[config.mk]
export PLATFORM = sky130hd
export DESIGN_NAME = wait_tuner
export DESIGN_NICKNAME = d
export VERILOG_FILES = /design/src/rtl/wtn_pkg.sv /design/src/rtl/wtn_countdown.sv /design/src/rtl/wtn_step.sv /design/src/rtl/wtn_search.sv /design/src/rtl/wait_tuner.sv
export SDC_FILE = /design/constraint.sdc
export NUM_CORES = 1
export LEC_CHECK = 0
export ABC_AREA = 1
export CAP_MARGIN = 30
export CORE_ASPECT_RATIO = 0.5
export CORE_MARGIN = 2
export CORE_UTILIZATION = 45
export CTS_CLUSTER_DIAMETER = 40
export DETAILED_ROUTE_END_ITERATION = 12
export SLEW_MARGIN = 20
export SYNTH_ARGS = -nofsm -noshare
export SYNTH_HDL_FRONTEND = slang
export SYNTH_HIERARCHICAL = 1
export SYNTH_SLANG_ARGS = --single-unit
[constraint.sdc]
create_clock -name clk -period 6.8 [get_ports clk]
set_input_delay 1.02 -clock clk [delete_from_list [all_inputs] [get_ports clk]]
set_output_delay 1.02 -clock clk [all_outputs]
set_load 0.03 [all_outputs]
[src/rtl/wtn_pkg.sv]
package wtn_pkg;
  typedef enum logic [1:0] {
    ST_IDLE  = 2'd0,
    ST_COUNT = 2'd1,
    ST_AWAIT = 2'd2
  } wtn_state_e;
endpackage

[src/rtl/wtn_countdown.sv]
module wtn_countdown #(
  parameter int DELAY_W = 16
) (
  input  logic               clk,
  input  logic               rst,
  input  logic               arm,
  input  logic [DELAY_W-1:0] len,
  output logic               expiring,
  output logic               running,
  output logic               done_q
);
  logic [DELAY_W-1:0] remain_q;

  // Last tick of a running countdown.
  assign expiring = running && (remain_q == DELAY_W'(1));

  always_ff @(posedge clk) begin
    if (rst) begin
      remain_q <= '0;
      running  <= 1'b0;
      done_q   <= 1'b0;
    end else begin
      done_q <= 1'b0;
      if (arm && !running) begin
        remain_q <= len;
        running  <= 1'b1;
      end else if (running) begin
        if (expiring) begin
          running <= 1'b0;
          done_q  <= 1'b1;
        end else begin
          remain_q <= remain_q - DELAY_W'(1);
        end
      end
    end
  end
endmodule

[src/rtl/wtn_step.sv]
module wtn_step #(
  parameter int DELAY_W = 16
) (
  input  logic [DELAY_W-1:0] trial,
  input  logic [DELAY_W-1:0] good,
  input  logic               pass,
  output logic [DELAY_W-1:0] next_trial,
  output logic [DELAY_W-1:0] next_good,
  output logic               settle
);
  logic [DELAY_W-1:0] halved;
  logic [DELAY_W-1:0] gap_half;

  always_comb begin
    halved   = trial >> 1;
    gap_half = (good - trial) >> 1;
    if (pass) begin
      next_good = trial;
      if (halved == '0) begin
        next_trial = DELAY_W'(1);
        settle     = (trial == DELAY_W'(1));
      end else begin
        next_trial = halved;
        settle     = 1'b0;
      end
    end else begin
      next_good = good;
      if (gap_half == '0) begin
        next_trial = good;
        settle     = 1'b1;
      end else begin
        next_trial = trial + gap_half;
        settle     = 1'b0;
      end
    end
  end
endmodule

[src/rtl/wtn_search.sv]
module wtn_search #(
  parameter int DELAY_W = 16
) (
  input  logic               clk,
  input  logic               rst,
  input  logic [DELAY_W-1:0] worst,
  input  logic               update,
  input  logic               pass,
  output logic [DELAY_W-1:0] trial_q,
  output logic [DELAY_W-1:0] good_q,
  output logic               settled_q
);
  logic [DELAY_W-1:0] nxt_trial;
  logic [DELAY_W-1:0] nxt_good;
  logic               nxt_settle;
  logic [DELAY_W-1:0] worst_safe;

  assign worst_safe = (worst == '0) ? DELAY_W'(1) : worst;

  wtn_step #(.DELAY_W(DELAY_W)) u_step (
    .trial      (trial_q),
    .good       (good_q),
    .pass       (pass),
    .next_trial (nxt_trial),
    .next_good  (nxt_good),
    .settle     (nxt_settle)
  );

  always_ff @(posedge clk) begin
    if (rst) begin
      trial_q   <= worst_safe;
      good_q    <= worst_safe;
      settled_q <= 1'b0;
    end else if (update && !settled_q) begin
      trial_q   <= nxt_trial;
      good_q    <= nxt_good;
      settled_q <= nxt_settle;
    end
  end
endmodule

[src/rtl/wait_tuner.sv]
module wait_tuner
  import wtn_pkg::*;
#(
  parameter int DELAY_W = 16
) (
  input  logic               clk,
  input  logic               rst,
  input  logic [DELAY_W-1:0] worst_delay,
  input  logic               start,
  input  logic               verdict_valid,
  input  logic               verdict_pass,
  output logic               done,
  output logic [DELAY_W-1:0] trial_delay,
  output logic               converged
);
  wtn_state_e         state_q;
  logic               arm;
  logic               expiring;
  logic               running;
  logic               take_verdict;
  logic [DELAY_W-1:0] last_pass_w;

  assign arm          = (state_q == ST_IDLE) && start;
  assign take_verdict = (state_q == ST_AWAIT) && verdict_valid;

  always_ff @(posedge clk) begin
    if (rst) begin
      state_q <= ST_IDLE;
    end else begin
      unique case (state_q)
        ST_IDLE:  if (arm)          state_q <= ST_COUNT;
        ST_COUNT: if (expiring)     state_q <= ST_AWAIT;
        ST_AWAIT: if (take_verdict) state_q <= ST_IDLE;
        default:                    state_q <= ST_IDLE;
      endcase
    end
  end

  wtn_countdown #(.DELAY_W(DELAY_W)) u_count (
    .clk      (clk),
    .rst      (rst),
    .arm      (arm),
    .len      (trial_delay),
    .expiring (expiring),
    .running  (running),
    .done_q   (done)
  );

  wtn_search #(.DELAY_W(DELAY_W)) u_search (
    .clk       (clk),
    .rst       (rst),
    .worst     (worst_delay),
    .update    (take_verdict),
    .pass      (verdict_pass),
    .trial_q   (trial_delay),
    .good_q    (last_pass_w),
    .settled_q (converged)
  );
endmodule

; Word-level counts from Yosys, hierarchy flattened
; Cells that the tools add are included.
[word_totals]
ff_bits = 53
latchBits = 0
mem_bits_rw = 0
romBits = 0
inputBits = 21
word_cells = 60
mem_count = 0
[op_classes]
add_sub_neg = 3
mul = 0
n_div = 0
order_cmp = 0
n_eq_ne = 8
shifts = 0
n_mux = 23
bitwise = 1
n_reduce_logical = 18
[ops]
columns = cell, n
row1 = $mux 16, 11
row2 = $logic_not 16->1, 3
row3 = $eq 16x1->1 const B, 2
row4 = $add 16x15->16, 1
row5 = $sub 16x1->16 const B, 1
row6 = $sub 16x16->16, 1
row7 = $mux 15, 1
row8 = $mux 1, 7
row9 = $mux 2, 3
row10 = $ne 2x1->1 const B, 3
row11 = $pmux 2 s3, 1
row12 = $reduce_bool 2->1, 3
row13 = $logic_and 1x1->1, 5
row14 = $reduce_and 2->1, 2
row15 = $reduce_and 3->1, 1
row16 = $reduce_or 3->1, 1
row17 = $eq 2x1->1 const B, 1
row18 = $eq 2x2->1 const B, 1
row19 = $logic_not 1->1, 2
row20 = $logic_not 2->1, 1
row21 = $ne 2x2->1 const B, 1
row22 = $not 1->1, 1

; Longest topological paths before layout
; Gate-level depths: netlist of run 1.
[depth]
ltp_word = 6
depth_mapped = 25
depth_no_buf = 25

; Modules after synthesis
; Netlist of run 1, hierarchy kept.
[modules_own_cells]
columns = module, instances, cells_each, area_each_um2, seq_area_each_um2
row1 = wtn_step, 1, 503, 2633.8, 0.0
row2 = wtn_search, 1, 141, 1461.4, 980.9
row3 = wtn_countdown, 1, 206, 1262.5, 360.3
row4 = wait_tuner, 1, 18, 106.4, 40.0

; Least setup slack after synthesis of run 1
; No wires, ideal clock.
[synth_path]
path_kind = register -> register
start = register u_search.trial_q[0]
end = register u_search.trial_q[12] (data pin)
arrival_ns = 2.957
required_ns = 6.548
setup_slack_ns = 3.590
path_stages_with_launch = 24
path_buffers = 0
path_cell_list = edfxtp_1 -> nand2_1 -> inv_1 -> fa_1 -> inv_1 -> nand3_1 -> nand3_1 -> nand3_1 -> nand2_1 -> nand2_1 -> nand2_1 -> inv_1 -> ha_1 -> a21oi_1 -> o21ai_0 -> nand2_1 -> nand4_1 -> xor2_1 -> inv_1 -> nand2_1 -> nand3_1 -> nand2_1 -> nand2_2 -> nand2_1
[synth_via]
elab_chain_len = 6
elab_cells_between_ends = 7
[synth_rtl]
columns = item, line_no
row1 = "start, declared", wtn_search.sv:9  ; output logic [DELAY_W-1:0] trial_q,
row2 = "start signal, assigned", wtn_search.sv:31  ; trial_q <= worst_safe;
row3 = "start signal, assigned", wtn_search.sv:35  ; trial_q <= nxt_trial;
row4 = $sub 16x16->16, wtn_step.sv:16  ; gap_half = (good - trial) >> 1;
row5 = $add 16x15->16 / $logic_not 16->1 (equally long branches), "wtn_step.sv:32, wtn_step.sv:28"
row6 = $mux 16 *, wtn_step.sv:28  ; if (gap_half == '0) begin
row7 = $mux 16 *, wtn_step.sv:17  ; if (pass) begin
row8 = via u_search.nxt_trial[12], wtn_search.sv:13  ; logic [DELAY_W-1:0] nxt_trial;
row9 = $mux 16 *, wtn_search.sv:34  ; end else if (update && !settled_q) begin
row10 = $mux 16 *, wtn_search.sv:30  ; if (rst) begin
; Mark *: on every way through the listed nets, which the timed path passes. The rest lies on a longest branch. The select of a mux whose other input is x is not followed.
; A chain may end at the register's enable or synchronous reset.

; Worst setup path after layout of run 1
[layout_path]
start = register u_search.trial_q[4]
end = register u_search.trial_q[12] (data pin)
[layout_via]
elab_chain_len = 6
elab_cells_between_ends = 9
[layout_rtl]
columns = item, line_no
row1 = $sub 16x16->16, wtn_step.sv:16
row2 = $add 16x15->16 / $logic_not 16->1 (equally long branches), "wtn_step.sv:32, wtn_step.sv:28"
row3 = $mux 16, wtn_step.sv:28
row4 = $mux 16 *, wtn_step.sv:17
row5 = via u_search.nxt_trial[12], wtn_search.sv:13
row6 = $mux 16 *, wtn_search.sv:34
row7 = $mux 16 *, wtn_search.sv:30
; Marked as above.

==> results of run 1 <==
## synth_stat cells (all sizes together)
cell type,count,area [µm²]
nor3,4,20.02
nand3,79,463.0
xnor2,5,43.79
buf,14,142.6
a21o,1,7.510
nor4,3,18.77
a21oi,32,178.9
o311a,1,10.01
a31oi,2,12.51
fa,2,40.04
ha,32,400.4
dfxtp,21,420.4
and2,3,18.77
or2,3,18.77
o22ai,2,18.77
nand3b,10,75.07
mux2i,2,20.02
edfxtp,32,960.9
nand2,329,1282
clkinv,1,3.750
xor2,12,105.1
nand4,22,137.6
inv,122,463.0
o21a,1,7.510
clkbuf,6,22.52
nor2,95,409.1
o21ai,31,155.2
o31ai,1,7.510
## worst max path at each step
stage                           endpoint  slack [ns]  cells past startpoint
floorplan           u_search/trial_q[12]        3.59                     23
global placement    u_search/trial_q[13]        3.24                     21
detailed placement  u_search/trial_q[15]        3.27                     21
CTS                  u_search/trial_q[7]        3.25                     19
global route        u_search/trial_q[13]        2.91                     21
finish              u_search/trial_q[12]        3.19                     21
## worst reg2reg max path: stages, from the launching register on
cell and delay, ns:
edfxtp_1 0.63, inv_1 0.12, ha_1 0.37, nand2_1 0.10, nor2_1 0.17, nand2_1 0.10
nand3_1 0.14, nand2_1 0.07, nand2_1 0.11, inv_1 0.08, ha_1 0.35, a21oi_1 0.25
o21ai_0 0.15, nand2_1 0.09, nand4_1 0.11, xor2_1 0.16, inv_1 0.06, nand2_1 0.05
nand3_1 0.08, nand2_1 0.06, nand2_2 0.06, nand2_1 0.06
## where the power goes
group          internal [mW]  switching, mW  leakage [nW]
sequential             0.390         0.0695         0.492
combinational          0.380          0.639          2.53
clock                  0.160          0.129        0.0824
total                  0.931          0.838          3.11
## area by class of cell
| cell class | instances | area (µm²) |
|---|---|---|
| Multi-Input combinational cell | 672 | 3451 |
| Tap cell | 165 | 206.4 |
| Timing Repair Buffer | 42 | 417.9 |
| Fill cell | 1282 | 5754 |
| Clock inverter | 2 | 13.76 |
| Sequential cell | 53 | 1381 |
| Inverter | 123 | 466.7 |
| Clock buffer | 6 | 150.1 |
## flip-flops by register name, indices dropped and copies added, names as in the netlist
name,flops
u_count/remain_q,16
u_search/good_q,16
u_search/trial_q,16
state_q,2
u_count/done_q,1
u_count/running,1
u_search/settled_q,1
## per-stage QoR
stage          total power, mW  utilization [%]  instance area (µm²)  cells
2_1_floorplan            1.238                -                 5464    868
5_1_grt                  1.934            51.41                 6087   1063
4_1_cts                  1.771            51.41                 6087   1063
3_5_place_dp             1.470            50.02                 5923   1055
3_3_place_gp             1.470            49.89                 5908   1054
6_report                 1.768            51.41                 6087   1063
## routing by layer
metal  global-route usage (%)  up-vias
met5                        0        -
met1                    34.39     2491
li1                         -     2832
met4                    5.135        0
met3                    3.283       22
met2                    41.77      132
## kinds of logic after synthesis
group / after synthesis / share of synthesized area (%)
muxes: 2 / 0.3664
buffers and inverters: 143 / 11.56
DFF: 53 / 25.28
and+or+nand+nor: 548 / 44.72
xor gates and xnor gates: 17 / 2.725
AOI/OAI and AO/OA: 71 / 7.282
adders and majority gates: 34 / 8.060
==> run metrics, run 1 <==
status=completed; crit share post-route=between 50% and 60%; post-route minimum period=between 3 and 4 ns; Layout Nets=roughly 950; Ports=39; CP max-delay cell=edfxtp_1; commonest non-fill, non-tap cells in the layout=nand2_1 (310), inv_1 (108), nor2_1 (82); die area=about 13000 µm²; setup slack, reg-to-reg=about 3.2 ns; Final ANT Viol Nets=0; gr usage total=24.75%; CP startpoint=u_search/trial_q[4]; metal1 wirelength=a little under 8000 µm; cts hold-fix bufs=0; Post-DP HPWL=around 12000 µm; Req. time, crit path=just under 7 ns; DRC viols=0; Num Clock Sinks=between 50 and 60; post_cts resized=0; relative slew slack=45.28%; initial antenna violation count=0; 1st-iter DRT viols=~380; mean post-synth cell area=6.295 µm²; Cells after Synth=slightly below 900; Placement Setup Slack=around 3.3 ns; Final Max Slew Viols=0; drt total wl=about 16000 µm; R2R Path Start=u_search/trial_q[4]; Distinct cells, synth=40; Critical Path AT=about 3.7 ns; core footprint=roughly 12000 µm²; post-route setup slack=~3.2 ns; CP peak stage delay=about 0.63 ns; Fin Setup TNS=0 ns; vias in the first global route=a little over 5000; leak pwr=3.109 nW; highest routed layer=met4; final setup fails=0; worst path buffer plus inverter count=3; Crit. End Element=register; Worst Setup Path Type=register to register; pin count of the biggest net entering global routing=35; row count=28; Root Driver=clkbuf_16; Clock Latency Late Sink=approximately 0.3 ns; Fin. Hold Viols=0; max-cap violation count=0; Yosys reg bits=between 50 and 60; achievable frequency=about 280 MHz; vias post-DR=5477; area of the mapped netlist=between 5000 and 6000 µm²; most common cell after layout, fill and taps aside=nand2_1; metal2 WL=between 6000 and 7000 µm; vias per std cell=roughly 5; total CTS buffers=5; Worst-path clk slew=0.08 ns; WL met3=between 700 and 800 µm; Max clock buf depth=2; die height=81.92 µm; R2R depth=21; layout cell share with drive strength beyond 1=slightly below 9%; Worst Tran Pin Value=~0.82 ns; post-CTS setup buffer count=0; H-Tree Level Count=2; Startpoint Class=register; routed len/inst=14.74 µm; Final Wtd Congestion=between 0.9 and 1; Power Dens Cells=about 290 nW/µm²; minimum hold slack=just under 0.5 ns; Yosys warning total=6; sequential fraction of the synthesis area=between 20% and 30%; Hold Path Origin=u_count/remain_q[8]; area grow syn2layout=11.40%; Clock Skews=just under 0.008 ns; Die X=between 150 and 200 µm; RSZ-0062 raised after global routing=false; crit-path max FO=6; drt pass-1 iters=5; Worst Hold Depth=2; first-pass GRT wire length=between 20000 and 30000 µm; Min-Delay Endpoint=u_count/remain_q[8]; initial core utilization=approximately 46%; Most common cell on crit path=nand2_1; FF-to-FF End=u_search/trial_q[12]; CTS tree=yes; PortBufs=38; total congestion overflow=0; syn nets=923; worst min path class=register to register; cells along the critical path=inv_1, ha_1, nand2_1, nor2_1, nand2_1, nand3_1, nand2_1, nand2_1, inv_1, ha_1, a21oi_1, o21ai_0, nand2_1, nand4_1, xor2_1, inv_1, nand2_1, nand3_1, nand2_1, nand2_2, nand2_1; Top delay family on crit path=simple AND/OR/NAND/NOR gates; Ant. Diodes=0; peak supply drop=~130 µV
Power figures use the tool's default switching activity.
==> inputs of run 2 (changes only) <==
- clock period: 6.8 -> 3.63 ns (I/O delays scaled with it)
==> run metrics, run 2 (synthesized netlist as in run 1, its figures left out) <==
Most common cell on crit path=nand2_1; crit-path max FO=6; cells along the critical path=nand2_1, inv_1, fa_1, inv_1, nand3_1, nand3_1, nand2_1, nand3_1, nand2_1, nand2_1, inv_1, ha_1, nand2_1, nor3_2, o21ai_0, o311a_1, nand3_1, nand2_1, nand3_2, nand3_2, nand2_1, nand2_1; total CTS buffers=5; initial antenna violation count=0; core footprint=11840 µm²; achievable frequency=just under 300 MHz; Ports=39; 1st-iter DRT viols=a little under 400; Crit. End Element=register; worst path buffer plus inverter count=3; CP peak stage delay=approximately 0.4 ns; Final Wtd Congestion=about 0.90; Max clock buf depth=2; H-Tree Level Count=2; Clock Latency Late Sink=0.30 ns; Startpoint Class=register; Worst-path clk slew=about 0.080 ns; Top delay family on crit path=simple AND/OR/NAND/NOR gates; layout cell share with drive strength beyond 1=11.14%; area grow syn2layout=14.06%; worst min path class=register to register; CTS tree=yes; final setup fails=0; most common cell after layout, fill and taps aside=nand2_1; commonest non-fill, non-tap cells in the layout=nand2_1 (310), inv_1 (108), nor2_1 (81); Worst Setup Path Type=register to register; Total Power=roughly 3.4 mW; crit share post-route=about 93%; Die X=roughly 160 µm; leak pwr=around 3.2 nW; Critical Path AT=3.42 ns; die area=approximately 13000 µm²; vias in the first global route=5146; peak supply drop=between 200 and 250 µV; Clock Skews=0.007884 ns; gr usage total=25.19%; Req. time, crit path=between 3 and 4 ns; design area=around 6200 µm²; Fin. Hold Viols=0; vias per std cell=~5.2; post-route minimum period=between 3 and 4 ns; drt pass-1 iters=5; max-cap violation count=0; Root Driver=clkbuf_16; Power Dens Cells=approximately 540 nW/µm²; drt total wl=16110 µm; relative slew slack=63.15%; DRC viols=0; Placement Cell Area=just over 6000 µm²; routed len/inst=between 10 and 15 µm; initial core utilization=46.14%; Final Max Slew Viols=0; Num Clock Sinks=53; die height=81.92 µm; Layout Nets=970; Post-DP HPWL=approximately 13000 µm; first-pass GRT wire length=~26000 µm; PortBufs=38; Top Registers=u_count/remain_q: 16 flops, u_search/good_q: 16 flops, u_search/trial_q: 16 flops; total congestion overflow=0; pin count of the biggest net entering global routing=34; status=completed; CP max-delay cell=fa_1; vias post-DR=5568; Worst Tran Pin Value=roughly 0.55 ns; row count=28; Ant. Diodes=0; Final ANT Viol Nets=0
-- run 2: layout make-up --
type | instances | area [µm²]
tap | 165 | 206.4
clock buffer | 6 | 150.1
clock inverter | 2 | 13.76
inverter | 123 | 466.7
timing repair buffer | 60 | 545.5
fill | 1250 | 5609
multi-input combinational | 672 | 3468
sequential | 53 | 1381
-- run 2: what timing repair did --
| action | CTS | global route |
|---|---|---|
| setup endpoints to repair | 0 | 7 |
| setup buffers | 0 | 0 |
| hold buffers | 0 | 0 |
| resized for setup | 0 | 8 |
-- run 2: worst reg2reg max path, cell delays in order (launching register included) --
cell,delay (ns)
edfxtp_1,0.38
nand2_1,0.14
inv_1,0.07
fa_1,0.40
inv_1,0.12
nand3_1,0.08
nand3_1,0.15
nand2_1,0.10
nand3_1,0.07
nand2_1,0.05
nand2_1,0.11
inv_1,0.06
ha_1,0.38
nand2_1,0.13
nor3_2,0.19
o21ai_0,0.16
o311a_1,0.16
nand3_1,0.08
nand2_1,0.06
nand3_2,0.06
nand3_2,0.06
nand2_1,0.06
nand2_1,0.04
-- run 2: through the flow --
| step | utilization, % | hold slack, ns | setup slack [ns] | setup TNS [ns] | instances |
|---|---|---|---|---|---|
| floorplan | - | 0.4556 | 0.4205 | 0 | 868 |
| global placement | 51.10 | 0.4648 | 0.2237 | 0 | 1073 |
| detailed placement | 51.10 | 0.4800 | 0.2061 | 0 | 1073 |
| CTS | 52.48 | 0.4920 | 0.1805 | 0 | 1081 |
| global route | 52.63 | 0.5319 | -0.009095 | -0.009095 | 1081 |
| finish | 52.63 | 0.4893 | 0.2686 | 0 | 1081 |
-- run 2: worst paths after layout --
check             depth (start not counted)  slack [ns]              endpoint                start
hold reg to reg                           2        0.49   u_count/remain_q[6]  u_count/remain_q[6]
setup / recovery                         22        0.27  u_search/trial_q[14]  u_search/trial_q[0]
hold / removal                            2        0.49   u_count/remain_q[6]  u_count/remain_q[6]
setup reg to reg                         22        0.27  u_search/trial_q[14]  u_search/trial_q[0]
-- run 2: report_power, final --
group / internal (mW) / switching [mW]
clock network: 0.300 / 0.240
logic: 0.757 / 1.30
registers: 0.729 / 0.0657
total: 1.79 / 1.61
-- run 2: per-layer routing --
layer / up-vias / routed length (µm) / share of wire, % / track usage [%]
met5: - / 0 / 0 / 0
met4: 0 / 204 / 1.3 / 4.505
met3: 12 / 901 / 5.6 / 4.545
met1: 2536 / 7734 / 48 / 33.29
met2: 143 / 7272 / 45 / 44.24
li1: 2877 / - / - / -
==> inputs of run 3 (changes only) <==
- CAP_MARGIN: 30 -> not set
==> results of run 3 <==
The final DEF is identical to that of run 2; final timing and power are the same.
